**src/rtl/ivt_pkg.sv**
```systemverilog
// Shared constants for the prescaled interval timer.
// Assumes a one-bit register address and a 4-bit mode register.
package ivt_pkg;
    localparam int MODE_W      = 4;
    localparam int RATE_BIT    = 0;
    localparam int RESTART_BIT = 1;

    typedef enum logic {
        ADDR_MODE  = 1'b0,
        ADDR_COUNT = 1'b1
    } ivt_addr_e;
endpackage

```
**src/rtl/ivt_prescaler.sv**
```systemverilog
// Free-running clock divider with two taps.
// Emits a one-cycle tick when the low FAST_LOG2 or SLOW_LOG2 bits are all ones,
// so a tick occurs every 2**FAST_LOG2 or 2**SLOW_LOG2 clocks.
// Assumes SLOW_LOG2 > FAST_LOG2 >= 1. A clear returns the divider to zero.
module ivt_prescaler #(
    parameter int FAST_LOG2 = 5,
    parameter int SLOW_LOG2 = 9
) (
    input  logic clk,
    input  logic rst_n,
    input  logic clr,
    input  logic fast,
    output logic tick
);
    localparam int PRE_W  = SLOW_LOG2;
    localparam int N_TAPS = 2;

    logic [PRE_W-1:0]  pre_q;
    logic [N_TAPS-1:0] tap_hit;

    // Divider register: counts every clock, cleared on restart.
    always_ff @(posedge clk) begin
        if (!rst_n)   pre_q <= '0;
        else if (clr) pre_q <= '0;
        else          pre_q <= pre_q + 1'b1;
    end

    // One all-ones detector per tap; index 0 is the slow tap, 1 the fast tap.
    for (genvar i = 0; i < N_TAPS; i++) begin : g_tap
        localparam int TAP_W = (i == 0) ? SLOW_LOG2 : FAST_LOG2;
        assign tap_hit[i] = &pre_q[TAP_W-1:0];
    end

    // Tap selection by the rate bit.
    always_comb tick = fast ? tap_hit[1] : tap_hit[0];
endmodule

```
**src/rtl/ivt_counter.sv**
```systemverilog
// Interval counter advanced by prescaler ticks, with no enable.
// Reports a wrap from all ones to zero; a restart overrides both the
// increment and the wrap report.
module ivt_counter #(
    parameter int CNT_W = 8
) (
    input  logic             clk,
    input  logic             rst_n,
    input  logic             clr,
    input  logic             tick,
    output logic [CNT_W-1:0] cnt,
    output logic             wrap
);
    logic [CNT_W-1:0] cnt_q;

    // Count register: zeroed by restart, else stepped on each tick.
    always_ff @(posedge clk) begin
        if (!rst_n)    cnt_q <= '0;
        else if (clr)  cnt_q <= '0;
        else if (tick) cnt_q <= cnt_q + 1'b1;
    end

    // Wrap event: the tick that carries the counter out of its top value.
    always_comb wrap = tick && (cnt_q == {CNT_W{1'b1}}) && !clr;

    assign cnt = cnt_q;
endmodule

```
**src/rtl/ivt_mode_reg.sv**
```systemverilog
// Mode register write decoder.
// Holds the rate bit and turns a write that has the restart bit set into
// a one-cycle restart pulse. Only whole-register writes exist.
module ivt_mode_reg
    import ivt_pkg::*;
(
    input  logic              clk,
    input  logic              rst_n,
    input  logic              reg_wr,
    input  logic              reg_addr,
    input  logic [MODE_W-1:0] reg_wdata,
    output logic              fast,
    output logic              restart
);
    logic mode_sel;
    logic rate_q;

    // Decode a write aimed at the mode register.
    always_comb mode_sel = reg_wr && (reg_addr == ADDR_MODE);

    // Rate bit storage, reloaded on every mode write.
    always_ff @(posedge clk) begin
        if (!rst_n)        rate_q <= 1'b0;
        else if (mode_sel) rate_q <= reg_wdata[RATE_BIT];
    end

    // Restart request; it is never stored, so it reads back as zero.
    always_comb restart = mode_sel && reg_wdata[RESTART_BIT];

    assign fast = rate_q;
endmodule

```
**src/rtl/ivt_irq_flag.sv**
```systemverilog
// Sticky interrupt request flag.
// A set wins over a clear that arrives in the same cycle.
module ivt_irq_flag (
    input  logic clk,
    input  logic rst_n,
    input  logic set,
    input  logic clr,
    output logic flag
);
    logic flag_q;

    // Flag register with set priority.
    always_ff @(posedge clk) begin
        if (!rst_n)   flag_q <= 1'b0;
        else if (set) flag_q <= 1'b1;
        else if (clr) flag_q <= 1'b0;
    end

    assign flag = flag_q;
endmodule

```
**src/rtl/ivt_timer.sv**
```systemverilog
// Prescaled interval timer, top level.
// Joins the divider, the counter, the mode register and the request flag,
// and provides the combinational read path for both registers.
// Assumes CNT_W >= 2.
module ivt_timer
    import ivt_pkg::*;
#(
    parameter int CNT_W     = 8,
    parameter int FAST_LOG2 = 5,
    parameter int SLOW_LOG2 = 9
) (
    input  logic              clk,
    input  logic              rst_n,
    input  logic              reg_addr,
    input  logic              reg_wr,
    input  logic [MODE_W-1:0] reg_wdata,
    output logic [CNT_W-1:0]  reg_rdata,
    input  logic              irq_clr,
    output logic              irq_o
);
    logic             fast;
    logic             restart;
    logic             tick;
    logic             wrap;
    logic [CNT_W-1:0] cnt_q;

    ivt_mode_reg u_mode (
        .clk       (clk),
        .rst_n     (rst_n),
        .reg_wr    (reg_wr),
        .reg_addr  (reg_addr),
        .reg_wdata (reg_wdata),
        .fast      (fast),
        .restart   (restart)
    );

    ivt_prescaler #(
        .FAST_LOG2 (FAST_LOG2),
        .SLOW_LOG2 (SLOW_LOG2)
    ) u_pre (
        .clk   (clk),
        .rst_n (rst_n),
        .clr   (restart),
        .fast  (fast),
        .tick  (tick)
    );

    ivt_counter #(
        .CNT_W (CNT_W)
    ) u_cnt (
        .clk   (clk),
        .rst_n (rst_n),
        .clr   (restart),
        .tick  (tick),
        .cnt   (cnt_q),
        .wrap  (wrap)
    );

    ivt_irq_flag u_irq (
        .clk   (clk),
        .rst_n (rst_n),
        .set   (wrap),
        .clr   (irq_clr),
        .flag  (irq_o)
    );

    // Read path: live count, or the rate bit with every other bit zero.
    always_comb begin
        if (reg_addr == ADDR_COUNT) reg_rdata = cnt_q;
        else                        reg_rdata = {{(CNT_W-1){1'b0}}, fast};
    end
endmodule

```
**config.mk**
```make
export PLATFORM = sky130hd
export DESIGN_NAME = ivt_timer
export DESIGN_NICKNAME = d
export VERILOG_FILES = /design/src/rtl/ivt_pkg.sv /design/src/rtl/ivt_prescaler.sv /design/src/rtl/ivt_counter.sv /design/src/rtl/ivt_mode_reg.sv /design/src/rtl/ivt_irq_flag.sv /design/src/rtl/ivt_timer.sv
export SDC_FILE = /design/constraint.sdc
export NUM_CORES = 1
export LEC_CHECK = 0
export CORE_MARGIN = 3
export CORE_UTILIZATION = 46
export CTS_BUF_LIST = sky130_fd_sc_hd__clkbuf_2
export DETAILED_ROUTE_END_ITERATION = 10
export GPL_ROUTABILITY_DRIVEN = 0
export PLACE_DENSITY = 0.78
export SYNTH_ARGS = -nofsm -noshare
export SYNTH_HDL_FRONTEND = slang
export SYNTH_SLANG_ARGS = --single-unit
```
**constraint.sdc**
```tcl
create_clock -name clk -period 1.5 [get_ports clk]
set_input_delay 0.3 -clock clk [delete_from_list [all_inputs] [get_ports clk]]
set_output_delay 0.3 -clock clk [all_outputs]
set_load 0.02 [all_outputs]
```
# Word-level counts from Yosys, hierarchy flattened
# Cells that the tools add are included.
[classes]
n_reduce_logical = 9
mux = 4
bitwise = 2
addsub = 2
eq_ne = 1
[op_table]
columns = ["op", "count"]
rows = [
  ["adder 9 x 1 -> 9 bit, second input constant", 1],
  ["AND reduction 9 bit", 1],
  ["adder 8 x 1 -> 8 bit, second input constant", 1],
  ["equality test 8 bit, second input constant", 1],
  ["2-to-1 mux 8 bit", 1],
  ["AND reduction 5 bit", 1],
  ["logical AND 1 bit", 4],
  ["2-to-1 mux 1 bit", 3],
  ["NOT 1 bit", 2],
  ["nonzero test 2 bit", 1],
  ["OR reduction 2 bit", 1],
  ["logical NOT 1 bit", 1],
]
[word_totals]
reg_bits = 19

# Logic depth before layout (Yosys ltp)
[logic_depth]
word_depth = 6
mapped_depth = 8
ltp_nobuf = 8

# By module
# Synthesis repeated with hierarchy kept, for this count alone.
[hier_totals]
hier_cells = 98
area_unflattened_um2 = 920.9
[by_module_without_submodules]
columns = ["module", "area_per_inst_um2", "cells_per_inst", "n_inst", "seq_area_each_um2"]
rows = [
  ["ivt_prescaler", 389.1, 41, 1, 180.2],
  ["ivt_counter", 364.1, 40, 1, 160.2],
  ["ivt_timer", 67.6, 8, 1, 0.0],
  ["ivt_mode_reg", 58.8, 6, 1, 20.0],
  ["ivt_irq_flag", 41.3, 3, 1, 20.0],
]

# Worst setup path before layout
# Ideal clock, no wire load.
[synth_path]
path_type = "reg2reg"
start = "register u_pre.pre_q[0]"
end = "register u_cnt.cnt_q[4], in the netlist u_cnt.cnt[4]"
n_path_buf = 0
path_stages_with_launch = 8
slack_ns = -0.170
t_arrival_ns = 1.553
required_ns = 1.383
cell_sequence = "dfxtp_1 ha_1 and3_1 ha_1 mux2i_2 nor2_1 xnor2_1 nor2_1"
[synth_via]
elab_chain_cells = 2
[synth_lines]
columns = ["element", "line_no", "text"]
rows = [
  ["start: declaration", "ivt_prescaler.sv:18", "logic [PRE_W-1:0] pre_q;"],
  ["start signal: assignment", "ivt_prescaler.sv:25", "else pre_q <= pre_q + 1'b1;"],
  ["AND reduction 9 bit or AND reduction 5 bit (tied branches)", "ivt_prescaler.sv:31", "assign tap_hit[i] = &pre_q[TAP_W-1:0];"],
  ["2-to-1 mux 1 bit *", "ivt_prescaler.sv:35", "always_comb tick = fast ? tap_hit[1] : tap_hit[0];"],
  ["end signal: assignment", "ivt_counter.sv:20", "else if (tick) cnt_q <= cnt_q + 1'b1;"],
  ["end: declaration", "ivt_counter.sv:14", "logic [CNT_W-1:0] cnt_q;"],
]
# Mark *: on every way between the ends. The rest lies on a longest branch, timed or not.
# A chain may end at the register's enable or synchronous reset.

# Worst setup path after layout
[layout_path]
start = "register u_pre.pre_q[1]"
end = "register u_cnt.cnt_q[3], in the netlist u_cnt.cnt[3]"
# Same word-level chain as after synthesis.

==> flow_metrics.env <==
export IMPL_status="complete, but fails checks"
export IMPL_violations="setup timing"
export IMPL_dieHeight_microns=49.0
export IMPL_finalCriticalPeriod_ps=1660
export IMPL_dieArea_sq_mm=0.00240
export IMPL_hold_viol=0
export IMPL_ys_ff_latch=19
export IMPL_grt_max_degree=12
export IMPL_drc=0
export IMPL_numPortBuffers=15
export IMPL_syn_to_final_growth_pct=58.0
export IMPL_finalMaxSlewViolations=0
export IMPL_diodes=0
export IMPL_hold_start="u_irq.flag$_SDFFE_PN0P_"
export IMPL_clkLatencyLatePin_ps=320
export IMPL_dpl_cell_area_sq_mm=0.00121
export IMPL_pin_count=18
export IMPL_synthFlopType="dfxtp_1"
export IMPL_coreArea_sq_mm=0.00161
export IMPL_hp_class="reg2reg"
export IMPL_num_rows=14
export IMPL_critPathSlowestCell="dfxtp_2"
export IMPL_relSlewSlack=0.768
export IMPL_drive_gt1_frac=0.436
export IMPL_fin_nets=154
export IMPL_avgViaCountPerCell=5.48
export IMPL_cts_sinks=19
export IMPL_grt_pass1_vias=870
export IMPL_ys_async_sr_fraction=0
export IMPL_start_kind="register"
export IMPL_arrival_ps=1940
export IMPL_grt_overflow=0
export IMPL_initial_core_util=0.527
export IMPL_r2r_end="u_cnt.cnt[3]$_SDFFE_PP0P_"
export IMPL_rsz0062_at_grt="yes"
export IMPL_grt_pass1_wl_microns=3900
export IMPL_grtUsageTotal=0.213
export IMPL_cts_buffer_depth=2
export IMPL_leakage_nw=0.574
export IMPL_hold_path_endpoint="u_irq.flag$_SDFFE_PN0P_"
export IMPL_tightestPinTransition_ps=341
export IMPL_max_freq_mhz=602
export IMPL_fin_area_sq_mm=0.00134
export IMPL_ff2ff_path_depth=7
export IMPL_cap_violations=0
export IMPL_cp_num_buf_inv=0
export IMPL_routed_wl_microns=2630
export IMPL_htreeDepth=1
export IMPL_synth_edff_count=0
export IMPL_syn_nets=106
export IMPL_fin_crit_sh=1.11
export IMPL_cts_inserted_buffers=3
export IMPL_vias=898
export IMPL_yosysSeqAreaShare=0.448
export IMPL_syn_area_sq_um=850
export IMPL_ir_worst_vdd_mv=0.557
export IMPL_path_class="reg2reg"
export IMPL_drt_pass1_iterations=4
export IMPL_crit_fanout=5
export IMPL_tritoncts="built"
export IMPL_ys_types=22
export IMPL_drtIter0Drc=19
export IMPL_cpPeakStageDelay_ps=400
export IMPL_power_per_cell_area_mw_per_mm2=631
export IMPL_yosysWarnings=0
export IMPL_syn_area_per_cell_sq_um=9.14
export IMPL_die_x_microns=49.0
export IMPL_holdPathStages=2
export IMPL_hold_ws_ps=496
export IMPL_end_kind="register"
export IMPL_r2r_start="u_pre.pre_q[1]$_SDFF_PP0_"
export IMPL_required_ps=1780
export IMPL_clk_pin_slew_ps=190
export IMPL_path_cells="ha_4 -> nand3_2 -> nor2_2 -> ha_2 -> mux2i_4 -> or3_1 -> a21oi_2"
export IMPL_clock_root_buffer="clkbuf_2"
export IMPL_utilization=0.833
export IMPL_worst_clock_skew_ps=1.87
export IMPL_finalSetupViolations=10
export IMPL_antenna_found_initial=0
export IMPL_synth_cells=93
export IMPL_antenna_left=0
export IMPL_place_ws_ps=-481
export IMPL_rrSetupSlack_ps=-160
export IMPL_hpwl_microns=1430
export IMPL_path_delay_family="simple AND/OR/NAND/NOR gates"
export IMPL_finalWorstSetupSlack_ps=-161
export IMPL_wl_per_cell_microns=16.0
==> synthesized netlist by cell type (all sizes together), types with 4 or more instances <==
cell,number,area share
dfxtp,19,0.45
nor2,13,0.057
and2,7,0.052
and3,6,0.044
xnor2,6,0.062
nand2,5,0.022
nand3,5,0.029
ha,4,0.059
==> cells by family after synthesis <==
logic type,count (synthesis),share of synthesized area
AO/OA/AOI/OAI,7,0.0442
XOR/XNOR,9,0.0928
adder cells (fa/ha/maj),4,0.0589
buffers and inverters,1,0.00589
flip-flops,19,0.448
multiplexers,4,0.0530
AND/OR/NAND/NOR,49,0.297
==> state kept, by name, indices dropped and copies added (netlist names) <==
name	flops
u_mode.fast	1
u_irq.flag	1
u_pre.pre_q	9
u_cnt.cnt	8
==> worst max path at each step <==
stage / slack, ps / end / startpoint / cells past startpoint
final: -160 / u_cnt.cnt[3]$_SDFFE_PP0P_ / u_pre.pre_q[1]$_SDFF_PP0_ / 7
after floorplan: 3 / u_cnt.cnt[3]$_SDFFE_PP0P_ / u_pre.pre_q[1]$_SDFF_PP0_ / 7
after global routing: -250 / u_irq.flag$_SDFFE_PN0P_ / u_pre.pre_q[1]$_SDFF_PP0_ / 8
after global placement: -480 / reg_rdata[0] / reg_addr / 3
after CTS: -70 / u_cnt.cnt[3]$_SDFFE_PP0P_ / u_pre.pre_q[4]$_SDFF_PP0_ / 7
after detailed placement: -480 / reg_rdata[1] / reg_addr / 4
==> placed cells by master, fill, tap and decap left out, types with 4 or more instances in the layout <==
master and instances:
nand3_1 4, and3_1 4, dfxtp_1 14, xnor2_1 6, clkdlybuf4s50_1 5, buf_4 29
and2_1 7, nand2_1 4, nor2_1 11, dfxtp_2 5, clkdlybuf4s15_2 4
==> report_power, final <==
| group | switching (mW) | total, mW | leakage [nW] | internal, mW |
|---|---|---|---|---|
| Sequential | 0.00805 | 0.522 | 0.156 | 0.514 |
| Clock | 0.171 | 0.231 | 0.0164 | 0.0604 |
| Combinational | 0.0366 | 0.0934 | 0.402 | 0.0568 |
==> tightest hold or removal path: cells and delay by family (launching register included) <==
kind | cells | cell delay, ps
AND/OR/NAND/NOR | 1 | 60
flip-flops | 1 | 360
AO/OA/AOI/OAI | 1 | 60
==> layer usage <==
metal  vias up  global-route usage  wire length (microns)
met1       416               0.228                   1030
met2        50               0.376                   1310
li1        416                   -                      -
met3        16              0.0550                    163
met4         0               0.123                    119
met5         -                   0                      0
==> final cells by class <==
type                    count  area [sq um]
repair buffers             43           345
clock buffers               3          15.0
well taps                  24          30.0
clock inverters             1          5.00
fillers                   108           269
flip-flops and latches     19           387
multi-input cells          74           561
==> repair_timing <==
action / 4_1_cts / 5_1_grt
pin swaps: 11 / 13
hold buffers: 0 / 0
gates cloned: 1 / 0
hold endpoints to repair: 0 / 0
resized for setup: 41 / 1
setup endpoints to repair: 18 / 9
buffers inserted: 6 / 3
==> stage by stage <==
step                cells  TNS (ps)  total power [mW]
CTS                   161     -81.3             0.840
global route          164     -1640             0.898
detailed placement    150     -4720             0.608
floorplan              93         0             0.558
finish                164      -760             0.847
global placement      150     -4190             0.602
Note: power is estimated with default switching activity, not from simulation.
